<file path="config.mk">
export PLATFORM = sky130hd
export DESIGN_NAME = efuse_read_port
export DESIGN_NICKNAME = d
export VERILOG_FILES = /design/src/rtl/efuse_rd_pkg.sv /design/src/rtl/efuse_ctrl_regs.sv /design/src/rtl/efuse_fuse_array.sv /design/src/rtl/efuse_dout_gate.sv /design/src/rtl/efuse_read_port.sv
export SDC_FILE = /design/constraint.sdc
export NUM_CORES = 1
export LEC_CHECK = 0
export BUFFER_PORTS_ARGS = -buffer_cell sky130_fd_sc_hd__buf_2
export CAP_MARGIN = 20
export CORE_UTILIZATION = 30
export CTS_CLUSTER_SIZE = 16
export DETAILED_ROUTE_END_ITERATION = 7
export GPL_TIMING_DRIVEN = 0
export PLACE_DENSITY_LB_ADDON = 0.2
export SYNTH_ARGS = -nofsm -noshare
export SYNTH_HDL_FRONTEND = slang
export SYNTH_SLANG_ARGS = --single-unit
</file>
<file path="constraint.sdc">
create_clock -name clk_i -period 14.7 [get_ports clk_i]
set_clock_uncertainty 0.1 [all_clocks]
set_input_delay 0 -clock clk_i [delete_from_list [all_inputs] [get_ports clk_i]]
set_output_delay 0 -clock clk_i [all_outputs]
set_load 0.1 [all_outputs]
</file>
<file path="src/rtl/efuse_rd_pkg.sv">
package efuse_rd_pkg;
  localparam int unsigned BUS_AW = 4;
  localparam int unsigned DATA_W = 32;
  localparam int unsigned FA_W   = 10;

  localparam int unsigned B_CS    = 0;
  localparam int unsigned B_STB   = 1;
  localparam int unsigned B_LOAD  = 2;
  localparam int unsigned B_PGEN  = 3;
  localparam int unsigned B_PD    = 5;
  localparam int unsigned B_SENSE = 7;
  localparam int unsigned B_SSEL  = 9;

  localparam logic [BUS_AW-1:0] OFS_CTRL = 4'h0;
  localparam logic [BUS_AW-1:0] OFS_DOUT = 4'h4;

  function automatic int unsigned addr_lsb(bit wide);
    return wide ? 16 : 6;
  endfunction

  function automatic logic [DATA_W-1:0] ctrl_mask(bit wide);
    logic [DATA_W-1:0] m;
    m = '0;
    m[B_CS] = 1'b1;
    m[B_STB] = 1'b1;
    m[B_LOAD] = 1'b1;
    m[B_PGEN] = 1'b1;
    if (wide) begin
      m[B_PD] = 1'b1;
      m[B_SENSE] = 1'b1;
      m[B_SSEL] = 1'b1;
    end
    m[addr_lsb(wide) +: FA_W] = '1;
    return m;
  endfunction

  function automatic logic [DATA_W-1:0] standby_val(bit wide);
    logic [DATA_W-1:0] v;
    v = '0;
    v[B_CS] = 1'b1;
    if (wide) v[B_PD] = 1'b1;
    else      v[B_PGEN] = 1'b1;
    return v;
  endfunction

  function automatic logic [DATA_W-1:0] fuse_word(logic [FA_W-1:0] a, logic [DATA_W-1:0] seed);
    logic [DATA_W-1:0] p;
    p = {{(DATA_W-FA_W){1'b0}}, a} * 32'h9E3779B1;
    return p ^ seed;
  endfunction
endpackage

</file>
<file path="src/rtl/efuse_ctrl_regs.sv">
module efuse_ctrl_regs
  import efuse_rd_pkg::*;
#(
  parameter bit WIDE = 1'b1
) (
  input  logic              clk_i,
  input  logic              rst_ni,
  input  logic              valid_i,
  input  logic              write_i,
  input  logic [BUS_AW-1:0] addr_i,
  input  logic [DATA_W-1:0] wdata_i,
  input  logic [DATA_W-1:0] dout_i,
  output logic              cs_o,
  output logic              stb_o,
  output logic              load_o,
  output logic              pd_o,
  output logic              stb_rise_o,
  output logic [FA_W-1:0]   fa_addr_o,
  output logic              rvalid_o,
  output logic [DATA_W-1:0] rdata_o
);
  localparam logic [DATA_W-1:0] MASK = ctrl_mask(WIDE);
  localparam logic [DATA_W-1:0] RST  = standby_val(WIDE);
  localparam int unsigned       ALSB = addr_lsb(WIDE);

  logic [DATA_W-1:0] ctrl_q, ctrl_d, rd_mux, rdata_q;
  logic              wr_ctrl, rd_req, rvalid_q;

  assign wr_ctrl = valid_i && write_i && (addr_i == OFS_CTRL);
  assign rd_req  = valid_i && !write_i;
  assign ctrl_d  = wr_ctrl ? (wdata_i & MASK) : ctrl_q;

  // capture point for the array: new strobe high, old strobe low
  assign stb_rise_o = ctrl_d[B_STB] && !ctrl_q[B_STB];
  assign fa_addr_o  = ctrl_d[ALSB +: FA_W];

  assign cs_o   = ctrl_q[B_CS];
  assign stb_o  = ctrl_q[B_STB];
  assign load_o = ctrl_q[B_LOAD];
  assign pd_o   = ctrl_q[B_PD];

  always_comb begin
    unique case (addr_i)
      OFS_CTRL: rd_mux = ctrl_q;
      OFS_DOUT: rd_mux = dout_i;
      default:  rd_mux = '0;
    endcase
  end

  always_ff @(posedge clk_i or negedge rst_ni) begin
    if (!rst_ni) begin
      ctrl_q   <= RST;
      rvalid_q <= 1'b0;
      rdata_q  <= '0;
    end else begin
      ctrl_q   <= ctrl_d;
      rvalid_q <= rd_req;
      rdata_q  <= rd_req ? rd_mux : '0;
    end
  end

  assign rvalid_o = rvalid_q;
  assign rdata_o  = rdata_q;

  p_ctrl_mask_r2: assert property (@(posedge clk_i) disable iff (!rst_ni)
    (ctrl_q & ~MASK) == '0);
  p_ctrl_hold_r8: assert property (@(posedge clk_i) disable iff (!rst_ni)
    !(valid_i && write_i && addr_i == OFS_CTRL) |=> $stable(ctrl_q));
  p_rvalid_next_r7: assert property (@(posedge clk_i) disable iff (!rst_ni)
    (valid_i && !write_i) |=> rvalid_o);
  p_rvalid_only_r7: assert property (@(posedge clk_i) disable iff (!rst_ni)
    !(valid_i && !write_i) |=> !rvalid_o);
  p_rdata_idle_r7: assert property (@(posedge clk_i) disable iff (!rst_ni)
    !rvalid_o |-> rdata_o == '0);
endmodule

</file>
<file path="src/rtl/efuse_fuse_array.sv">
module efuse_fuse_array
  import efuse_rd_pkg::*;
#(
  parameter bit                WIDE      = 1'b1,
  parameter logic [DATA_W-1:0] FUSE_SEED = 32'h5A3C_0F81
) (
  input  logic              clk_i,
  input  logic              rst_ni,
  input  logic              stb_rise_i,
  input  logic [FA_W-1:0]   addr_i,
  output logic [DATA_W-1:0] data_o
);
  localparam int unsigned DW = WIDE ? DATA_W : 8;

  logic [FA_W-1:0]   addr_q;
  logic [DATA_W-1:0] cell_w;
  logic [DW-1:0]     data_q;

  assign cell_w = fuse_word(addr_i, FUSE_SEED);

  always_ff @(posedge clk_i or negedge rst_ni) begin
    if (!rst_ni) begin
      addr_q <= '0;
      data_q <= '0;
    end else if (stb_rise_i) begin
      addr_q <= addr_i;
      data_q <= cell_w[DW-1:0];
    end
  end

  generate
    if (DW == DATA_W) begin : g_word
      assign data_o = data_q;
    end else begin : g_byte
      assign data_o = {{(DATA_W-DW){1'b0}}, data_q};
    end
  endgenerate

  p_addr_hold_r5: assert property (@(posedge clk_i) disable iff (!rst_ni)
    !stb_rise_i |=> $stable(addr_q));
  p_data_hold_r5: assert property (@(posedge clk_i) disable iff (!rst_ni)
    !stb_rise_i |=> $stable(data_o));
endmodule

</file>
<file path="src/rtl/efuse_dout_gate.sv">
module efuse_dout_gate
  import efuse_rd_pkg::*;
#(
  parameter bit WIDE = 1'b1
) (
  input  logic              clk_i,
  input  logic              rst_ni,
  input  logic              cs_i,
  input  logic              stb_i,
  input  logic              load_i,
  input  logic              pd_i,
  input  logic [DATA_W-1:0] data_i,
  output logic [DATA_W-1:0] dout_o
);
  logic open_w;

  generate
    if (WIDE) begin : g_pd
      assign open_w = !cs_i && load_i && stb_i && !pd_i;
      p_pd_zero_r6: assert property (@(posedge clk_i) disable iff (!rst_ni)
        pd_i |-> dout_o == '0);
    end else begin : g_nopd
      logic unused_pd;
      assign unused_pd = pd_i;
      assign open_w = !cs_i && load_i && stb_i;
    end
  endgenerate

  assign dout_o = open_w ? data_i : '0;

  p_dout_closed_r3: assert property (@(posedge clk_i) disable iff (!rst_ni)
    (cs_i || !load_i || !stb_i) |-> dout_o == '0);
endmodule

</file>
<file path="src/rtl/efuse_read_port.sv">
module efuse_read_port
  import efuse_rd_pkg::*;
#(
  parameter bit                WIDE_MODE = 1'b1,
  parameter logic [DATA_W-1:0] FUSE_SEED = 32'h5A3C_0F81
) (
  input  logic              clk_i,
  input  logic              rst_ni,
  input  logic              bus_valid_i,
  input  logic              bus_write_i,
  input  logic [BUS_AW-1:0] bus_addr_i,
  input  logic [DATA_W-1:0] bus_wdata_i,
  output logic              bus_rvalid_o,
  output logic [DATA_W-1:0] bus_rdata_o
);
  logic              cs_w, stb_w, load_w, pd_w, stb_rise_w;
  logic [FA_W-1:0]   fa_addr_w;
  logic [DATA_W-1:0] cell_data_w, dout_w;

  efuse_ctrl_regs #(.WIDE(WIDE_MODE)) u_regs (
    .clk_i      (clk_i),
    .rst_ni     (rst_ni),
    .valid_i    (bus_valid_i),
    .write_i    (bus_write_i),
    .addr_i     (bus_addr_i),
    .wdata_i    (bus_wdata_i),
    .dout_i     (dout_w),
    .cs_o       (cs_w),
    .stb_o      (stb_w),
    .load_o     (load_w),
    .pd_o       (pd_w),
    .stb_rise_o (stb_rise_w),
    .fa_addr_o  (fa_addr_w),
    .rvalid_o   (bus_rvalid_o),
    .rdata_o    (bus_rdata_o)
  );

  efuse_fuse_array #(.WIDE(WIDE_MODE), .FUSE_SEED(FUSE_SEED)) u_array (
    .clk_i      (clk_i),
    .rst_ni     (rst_ni),
    .stb_rise_i (stb_rise_w),
    .addr_i     (fa_addr_w),
    .data_o     (cell_data_w)
  );

  efuse_dout_gate #(.WIDE(WIDE_MODE)) u_gate (
    .clk_i  (clk_i),
    .rst_ni (rst_ni),
    .cs_i   (cs_w),
    .stb_i  (stb_w),
    .load_i (load_w),
    .pd_i   (pd_w),
    .data_i (cell_data_w),
    .dout_o (dout_w)
  );

  p_standby_after_reset_r1: assert property (@(posedge clk_i)
    $rose(rst_ni) |-> (cs_w && !stb_w && !load_w));
endmodule

</file>
==> results of run 1 <==
-- final cells by class --
type / instances / share of cell area, %
Multi-Input combinational cell: 443 / 53.28
Clock inverter: 5 / 0.7552
Sequential cell: 82 / 24.80
Clock buffer: 11 / 2.930
Timing Repair Buffer: 73 / 5.618
Tap cell: 313 / 4.727
Buffer: 16 / 0.8156
Inverter: 156 / 7.068
-- logic make-up (layout without fill, tap and decap cells) --
| kind of cell | Yosys count | count (layout) |
|---|---|---|
| flip-flops | 82 | 82 |
| AO/OA/AOI/OAI | 110 | 110 |
| adder cells (fa/ha/maj) | 159 | 159 |
| buffers and inverters | 172 | 261 |
| XOR/XNOR | 33 | 33 |
| multiplexers | 20 | 20 |
| AND/OR/NAND/NOR | 121 | 121 |
-- metrics by stage --
stage	setup slack, ns	area [um^2]
after floorplan	8.713	7109
after global routing	6.218	8284
after global placement	6.860	7786
after detailed placement	6.803	7829
after CTS	6.699	8284
final	6.755	8284
-- critical path: stages --
cell           delay, ns
dlygate4sd3_1       0.53
buf_2               0.14
nor4_4              0.43
and3_1              0.27
buf_6               0.17
clkbuf_1            0.61
mux2i_1             0.68
inv_1               0.38
ha_1                0.57
inv_1               0.16
fa_1                0.49
fa_1                0.49
inv_1               0.05
fa_1                0.55
fa_1                0.46
ha_1                0.38
a21oi_1             0.37
o21ai_0             0.18
a41oi_1             0.43
o21ai_0             0.17
a21o_1              0.24
nor3_1              0.20
a311oi_1            0.08
-- cell usage in the layout, fill, tap and decap left out, types with 9 or more instances in the layout --
cell type      netlist  final
a21o_1              11     11
xnor2_1             20     20
buf_2                0     56
nand2_1             46     46
mux2_2              12     12
a21oi_1             24     24
and3_1              16     16
fa_1                83     83
xor2_1              12     12
dlygate4sd3_1        0     15
clkbuf_1            15     16
nor2_1              26     26
a22oi_1             17     17
clkbuf_16            0      9
dfrtp_1             80     80
o21ai_0             33     33
ha_1                76     76
inv_1              156    156
-- routing by layer --
layer / routed length [um] / up-vias / part of all wire [%]
li1: - / 2399 / -
met1: 8572 / 2410 / 49
met2: 8093 / 78 / 46
met3: 520 / 14 / 3.0
met4: 222 / 0 / 1.3
met5: 0 / - / 0
-- registers in the layout, summed over array words and instances, names as in the netlist --
| signal | cells |
|---|---|
| u_array.data_o | 32 |
| u_regs.ctrl_q | 17 |
| u_regs.rvalid_o | 1 |
| u_regs.rdata_o | 32 |
-- worst paths after layout --
check	startpoint	endpoint	slack (ns)	depth (start not counted)
worst min register to register	u_array.data_o[13]$_DFFE_PN0P_	u_array.data_o[13]$_DFFE_PN0P_	0.37	2
min in group asynchronous	rst_ni	u_regs.ctrl_q[9]$_DFFE_PN0N_	0.45	3
worst max-delay path	bus_addr_i[0]	u_array.data_o[30]$_DFFE_PN0P_	6.75	23
worst max register to register	u_regs.ctrl_q[17]$_DFF_PN0_	u_array.data_o[30]$_DFFE_PN0P_	8.32	20
max in group asynchronous	rst_ni	u_regs.rdata_o[8]$_DFF_PN0_	12.71	4
worst min-delay path	bus_addr_i[1]	u_regs.rdata_o[2]$_DFF_PN0_	0.03	4
==> run_results.csv, run 1 <==
group,metric,value,unit
synth,yosysWarnings,0,
drt,drtIter0Drc,174,
grt,top_usage_layer,"met2",
cts,cts.repair.resized,0,
synth,yosys.area_share.simple,8.219,%
synth,synthArstFlopShare,100.0,%
cts,htree_levels,3,
synth,syn_avg_cell_area,10.20,um^2
grt,antenna_found_initial,0,
synth,synth_compound_area_share,9.697,%
synth,synth_nets,896,
cells_and_area,final_nets,980,
grt,grt_pass1_wl,28120,um
timing,relSlewSlack,41.46,%
job,drv_cap,0,
place,place_congestion,0.8444,
cts,clk_latency,0.34,ns
grt,grt_max_degree,65,
synth,synth_top_family_by_area,"adder cells",
grt,grt_pass1_vias,5078,
timing,finalCriticalPeriod,7.945,ns
synth,syn_inst,697,
synth,ys_types,44,
worst_setup_path,cp_data_required_time,14.79,ns
synth,synth_top_area_cell,"dfrtp_1",
cts,clk_path_buf_depth,2,
grt,grt.overflow.total,0,
drt,wl_per_cell,15.84,um
cts,cts_made_buffers,9,
floorplanning,pin_count,73,
cts,cts_hold_buffers,15,
timing,period_share,54.05,%
timing,setup_tns,0,ns
drt,drt_wl_total,17410,um
floorplanning,start_util,31.02,%
grt,met3_usage,1.444,%
grt,met2_usage,25.19,%
cts,clkSinkCount,82,
synth,synth_seq_cells,82,
cts,clock-root-buffer,"clkbuf_16",
timing,report.final.slew_viol_count,0,
cells_and_area,diodes,0,
floorplanning,core,0.02292,mm^2
floorplanning,fp.dieH,155.9,um
cts,clkSlewWorstSetupHoldPaths,0.06,ns
synth,yosys.area_share.xor_xnor,4.171,%
place,hpwlAfterDp,14340,um
synth,synthAdderAreaFrac,36.75,%
drt,drc,0,
cells_and_area,area_growth,16.53,%
worst_setup_path,worstSetupEndpointType,"flop",
synth,synth-main-ff-cell,"dfrtp_1",
cts,cts_tree,"built",
cells_and_area,multi_input_area,0.004414,mm^2
cells_and_area,drive_above_1_share,12.09,%
synth,synth-edff-count,0,
floorplanning,fp.dieW,155.9,um
timing,hold_ws,0.03466,ns
synth,yosys-top-cells-count,"inv_1 (156), fa_1 (83), dfrtp_1 (80)",
worst_setup_path,startpoint_type,"primary input",
synth,synth.most_common_cell,"inv_1",
place,dp.cells,1068,
drt,ant_nets,0,
timing,finalHoldViolCount,0,
cells_and_area,fillCellCount,2363,
cells_and_area,final_cells,1099,
worst_setup_path,critPathKind,"in -> reg",
cells_and_area,regArea,0.002054,mm^2
synth,synth_top_area_share,28.16,%
floorplanning,rows,55,
worst_setup_path,path_max_fanout,10,
hold_path,hold_class,"in -> reg",
drt,drtPass1Iterations,4,
drt,vias,4901,
cts,cts_post_setup_buffers_inserted,0,
place,portBuffers,57,
grt,track_usage,15.35,%
grt,gr-usage-met1,21.70,%
cells_and_area,fin_util,36.15,%
timing,fmax,0.1259,GHz
floorplanning,dieArea,0.02432,mm^2
synth,syn_area,0.007109,mm^2
timing,tightest_slew,0.8597,ns
timing,rsz0062_at_grt,"no",
synth,yosysSeqAreaShare,28.90,%
drt,vias_per_cell,4.460,
run_status,status,"finished clean",
synth,muxShareOfSynthArea,3.080,%
worst_setup_path,critPathArrivalTime,8.03,ns
synth,synthTopCellsByArea,"dfrtp_1 (28%), fa_1 (23%), ha_1 (13%)",
timing,setup_viol,0,
Power of run 1 is left out: the tool's default activity adds up to more than one toggle a clock period on the data nets, which glitch-free logic cannot reach.
==> inputs of run 2 (changes only) <==
==> constraint.sdc (replaced) <==
create_clock -name clk_i -period 8 [get_ports clk_i]
set_clock_uncertainty 0.1 [all_clocks]
set_input_delay 0 -clock clk_i [delete_from_list [all_inputs] [get_ports clk_i]]
set_output_delay 0 -clock clk_i [all_outputs]
set_load 0.1 [all_outputs]
==> run_results.csv, run 2 (synthesized netlist as in run 1, its figures left out) <==
group,metric,value,unit
worst_setup_path,path_max_fanout,10,
cells_and_area,final_nets,980,
drt,vias,4889,
timing,fmax,0.1353,GHz
grt,track_usage,15.35,%
cts,cts_made_buffers,9,
grt,grt_pass1_vias,5078,
timing,setup_tns,0,ns
place,hpwlAfterDp,14340,um
worst_setup_path,crit_start,"bus_addr_i[3]",
floorplanning,start_util,31.02,%
drt,drtPass1Iterations,4,
drt,wl_per_cell,15.82,um
place,place_congestion,0.8444,
place,portBuffers,57,
hold_path,hold_class,"in -> reg",
worst_setup_path,critPathArrivalTime,7.50,ns
worst_setup_path,critPathKind,"in -> reg",
cells_and_area,area_growth,16.58,%
floorplanning,core,0.02292,mm^2
job,drv_cap,0,
worst_setup_path,worstSetupEndpointType,"flop",
cts,clkSinkCount,82,
worst_setup_path,r2r_start,"u_regs.ctrl_q[17]$_DFF_PN0_",
worst_setup_path,crit_path_max_incr_delay,0.62,ns
timing,relSlewSlack,41.62,%
drt,drtIter0Drc,184,
cts,clk_path_buf_depth,2,
cts,clk_latency,0.34,ns
floorplanning,fp.dieW,155.9,um
timing,finalHoldViolCount,0,
worst_setup_path,path_common_cell,"inv_1",
cells_and_area,fin_util,36.17,%
cts,cts_tree,"built",
timing,report.final.slew_viol_count,0,
cells_and_area,drive_above_1_share,12.21,%
floorplanning,rows,55,
cells_and_area,multi_input_area,0.004418,mm^2
floorplanning,pin_count,73,
grt,grt.overflow.total,0,
worst_setup_path,startpoint_type,"primary input",
drt,drc,0,
cts,clkSlewWorstSetupHoldPaths,0.06,ns
cells_and_area,mostFrequentLayoutCells,"inv_1 (156), fa_1 (83), dfrtp_1 (80)",
worst_setup_path,cp_slowest_cell,"mux2i_1",
cts,htree_levels,3,
drt,ant_nets,0,
worst_setup_path,cp_data_required_time,8.10,ns
grt,grt_max_degree,65,
timing,rsz0062_at_grt,"no",
cells_and_area,diodes,0,
cells_and_area,fillCellCount,2361,
cells_and_area,regArea,0.002054,mm^2
grt,antenna_found_initial,0,
timing,tightest_slew,0.8574,ns
floorplanning,dieArea,0.02432,mm^2
drt,vias_per_cell,4.449,
cells_and_area,final_common_cell,"inv_1",
hold_path,min_from,"bus_addr_i[0]",
drt,drt_wl_total,17390,um
floorplanning,fp.dieH,155.9,um
run_status,status,"finished clean",
timing,finalCriticalPeriod,7.392,ns
timing,setup_viol,0,
timing,period_share,92.39,%
cts,clock-root-buffer,"clkbuf_16",
grt,grt_pass1_wl,28120,um
==> run 2: cell counts in the layout (fill, tap and decap cells not counted) <==
Identical to the previous run, type by type.
==> run 2: final cells by class <==
cell class                      count  share of cell area, %
Sequential cell                    82                  24.79
Tap cell                          313                  4.725
Timing Repair Buffer               73                  5.616
Multi-Input combinational cell    443                  53.31
Buffer                             16                 0.8152
Inverter                          156                  7.065
Clock inverter                      5                 0.7548
Clock buffer                       11                  2.929
==> run 2: worst max-delay path: cells and delay by family <==
family	cells	cell delay [ns]
fa+ha+maj	6	2.83
buf+inv	8	1.37
compound gates	6	1.20
simple gates	3	1.09
mux	1	0.62
xor+xnor	1	0.35
==> run 2: final timing paths <==
path | to | slack (ns) | cells after the start
setup reg to reg | u_array.data_o[30]$_DFFE_PN0P_ | 1.61 | 20
hold reg to reg | u_array.data_o[13]$_DFFE_PN0P_ | 0.37 | 2
hold / removal | u_regs.rdata_o[2]$_DFF_PN0_ | 0.02 | 4
min in group asynchronous | u_regs.ctrl_q[9]$_DFFE_PN0N_ | 0.45 | 3
max in group asynchronous | u_regs.rdata_o[8]$_DFF_PN0_ | 6.01 | 4
setup / recovery | u_array.data_o[29]$_DFFE_PN0P_ | 0.61 | 25
==> run 2: routing by layer <==
layer	global-route usage (%)	share of wire, %	up-vias	wire [um]
li1	-	-	2398	-
met1	21.70	49	2395	8573
met2	25.19	46	82	8034
met3	1.444	3.3	14	566
met4	3.735	1.2	0	217
met5	0	0	-	0
==> run 2: what timing repair did <==
item / in CTS / in global routing
resized for setup: 0 / 1
buffers inserted: 0 / 0
endpoints found under the hold margin: 92 / 0
hold buffers: 15 / 0
endpoints found under the setup margin: 0 / 2
==> run 2: per-stage QoR <==
step / hold WS, ns / instances / instance area, um^2 / setup WS [ns]
after CTS: 0.008376 / 1099 / 8284 / 0.4135
after global routing: 0.02485 / 1099 / 8288 / 0.06233
after global placement: 0.1358 / 1067 / 7786 / 0.1601
after floorplan: -0.3956 / 697 / 7109 / 2.013
after detailed placement: -0.1983 / 1068 / 7829 / 0.1028
final: 0.01958 / 1099 / 8288 / 0.6085
Power of run 2 is left out for the same reason.
==> inputs of run 3 (changes only) <==
==> constraint.sdc (replaced) <==
create_clock -name clk_i -period 8 [get_ports clk_i]
set_clock_uncertainty 0.1 [all_clocks]
set_input_delay 0.8 -clock clk_i [delete_from_list [all_inputs] [get_ports clk_i]]
set_output_delay 0.8 -clock clk_i [all_outputs]
set_load 0.1 [all_outputs]
==> run_results.csv, run 3 (synthesized netlist as in run 1, its figures left out) <==
group,metric,value,unit
floorplanning,rows,55,
timing,report.final.slew_viol_count,0,
timing,setup_viol,0,
worst_setup_path,r2r_start,"u_regs.ctrl_q[19]$_DFF_PN0_",
place,dp_slack,-0.6972,ns
place,portBuffers,57,
job,drv_cap,0,
worst_setup_path,cp_slowest_cell,"fa_1",
grt,grt_pass1_wl,27910,um
worst_setup_path,crit_family,"adder cells",
drt,drc,0,
hold_path,hold_class,"in -> async",
cells_and_area,area_growth,14.68,%
timing,finalCriticalPeriod,7.518,ns
cells_and_area,fillCellCount,2373,
cts,clkSinkCount,82,
cells_and_area,final_common_cell,"inv_1",
cells_and_area,diodes,0,
drt,ant_nets,0,
drt,wl_per_cell,15.88,um
cells_and_area,mostFrequentLayoutCells,"inv_1 (156), fa_1 (83), dfrtp_1 (80)",
cts,clk_latency,0.34,ns
worst_setup_path,critPathKind,"in -> reg",
drt,vias,4871,
cells_and_area,final_cell_area,0.008153,mm^2
grt,grt.overflow.total,0,
cts,cts_made_buffers,9,
floorplanning,dieArea,0.02432,mm^2
cells_and_area,final_nets,966,
run_status,status,"finished clean",
cts,clkSlewWorstSetupHoldPaths,0.06,ns
worst_setup_path,r2r_end,"u_array.data_o[30]$_DFFE_PN0P_",
cts,clk_path_buf_depth,2,
cts,clock-root-buffer,"clkbuf_16",
grt,grt_pass1_vias,5024,
worst_setup_path,cp_num_buf_inv,7,
worst_setup_path,worstSetupEndpointType,"flop",
place,hpwlAfterDp,14340,um
floorplanning,pin_count,73,
timing,relSlewSlack,42.03,%
drt,vias_per_cell,4.489,
timing,rsz0062_at_grt,"no",
cells_and_area,drive_above_1_share,12.82,%
floorplanning,start_util,31.02,%
place,dpl_cell_area,0.007829,mm^2
cts,htree_levels,3,
floorplanning,core,0.02292,mm^2
drt,drt_wl_total,17230,um
cts,cts_tree,"built",
cells_and_area,final_cells,1085,
drt,drtPass1Iterations,4,
floorplanning,fp.dieH,155.9,um
grt,antenna_found_initial,0,
worst_setup_path,critPathArrivalTime,7.61,ns
worst_setup_path,startpoint_type,"primary input",
worst_setup_path,crit_path_max_incr_delay,0.63,ns
worst_setup_path,path_max_fanout,19,
place,dp.cells,1068,
worst_setup_path,rrSetupSlack,1.62,ns
place,place_congestion,0.8444,
worst_setup_path,cp_data_required_time,8.09,ns
timing,worst_slack,0.4817,ns
grt,track_usage,15.24,%
timing,tightest_slew,0.8513,ns
worst_setup_path,path_cells,"buf_2, nor4_4, and3_1, buf_6, mux2i_2, inv_1, fa_1, inv_1, fa_1, fa_1, inv_1, fa_1, inv_1, fa_1, inv_1, ha_1, a21o_1, a21oi_1, o21ai_0, a41oi_1, o21ai_0, a21o_1, nor3_1, a311oi_1",
floorplanning,fp.dieW,155.9,um
worst_setup_path,crit_start,"bus_addr_i[0]",
timing,fmax,0.1330,GHz
timing,period_share,93.98,%
timing,finalHoldViolCount,0,
worst_setup_path,rr_worst_depth,20,
grt,grt_max_degree,65,
drt,drtIter0Drc,155,
-- run 3: stage by stage --
step                hold WS, ns  setup TNS [ns]  util [%]
global placement         0.3528          -5.687     33.98
CTS                      0.2351               0     35.48
global route             0.2492               0     35.58
detailed placement       0.3640          -6.192     34.16
floorplan                0.3375               0         -
finish                   0.2394               0     35.58
-- run 3: final cells by class --
class                      instances  area [um^2]  share of cell area [%]
inverter                         156        585.6                   7.182
timing repair buffer              60        330.3                   4.052
clock buffer                      11        242.7                   2.977
multi-input combinational        443         4422                   54.24
sequential                        82         2054                   25.20
tap                              313        391.6                   4.804
clock inverter                     5        62.56                  0.7673
buffer                            15        63.81                  0.7827
-- run 3: worst reg2reg max path, stage by stage (launching register included) --
cell and delay [ns]:
dfrtp_1 0.42, mux2i_2 0.43, inv_1 0.25, fa_1 0.63
inv_1 0.13, fa_1 0.53, fa_1 0.51, inv_1 0.06
fa_1 0.52, inv_1 0.05, fa_1 0.50, inv_1 0.04
ha_1 0.23, a21o_1 0.18, a21oi_1 0.36, o21ai_0 0.18
a41oi_1 0.44, o21ai_0 0.17, a21o_1 0.24, nor3_1 0.20
a311oi_1 0.08
-- run 3: timing repair --
item | 4_1_cts | 5_1_grt
pin swaps | 0 | 1
setup buffers | 0 | 2
resized for setup | 0 | 2
cloned | 0 | 0
setup endpoints to repair | 11 | 7
hold buffers | 0 | 0
endpoints found under the hold margin | 0 | 0
-- run 3: routing by layer --
layer	share of wire [%]	GRT usage [%]	wire length, um
met1	49	21.61	8433
met4	1.2	3.735	214
met3	3.7	1.556	641
met5	0	0	0
met2	46	24.81	7937
-- run 3: how the worst max path moves through the flow --
stage	to	slack (ns)	cells past startpoint
6_report	u_array.data_o[30]$_DFFE_PN0P_	0.48	24
5_1_grt	u_array.data_o[29]$_DFFE_PN0P_	0.04	24
4_1_cts	u_array.data_o[28]$_DFFE_PN0P_	0.14	24
3_5_place_dp	u_array.data_o[30]$_DFFE_PN0P_	-0.70	22
3_3_place_gp	u_array.data_o[29]$_DFFE_PN0P_	-0.64	25
2_1_floorplan	u_array.data_o[23]$_DFFE_PN0P_	1.21	24
Power of run 3 is left out for the same reason.
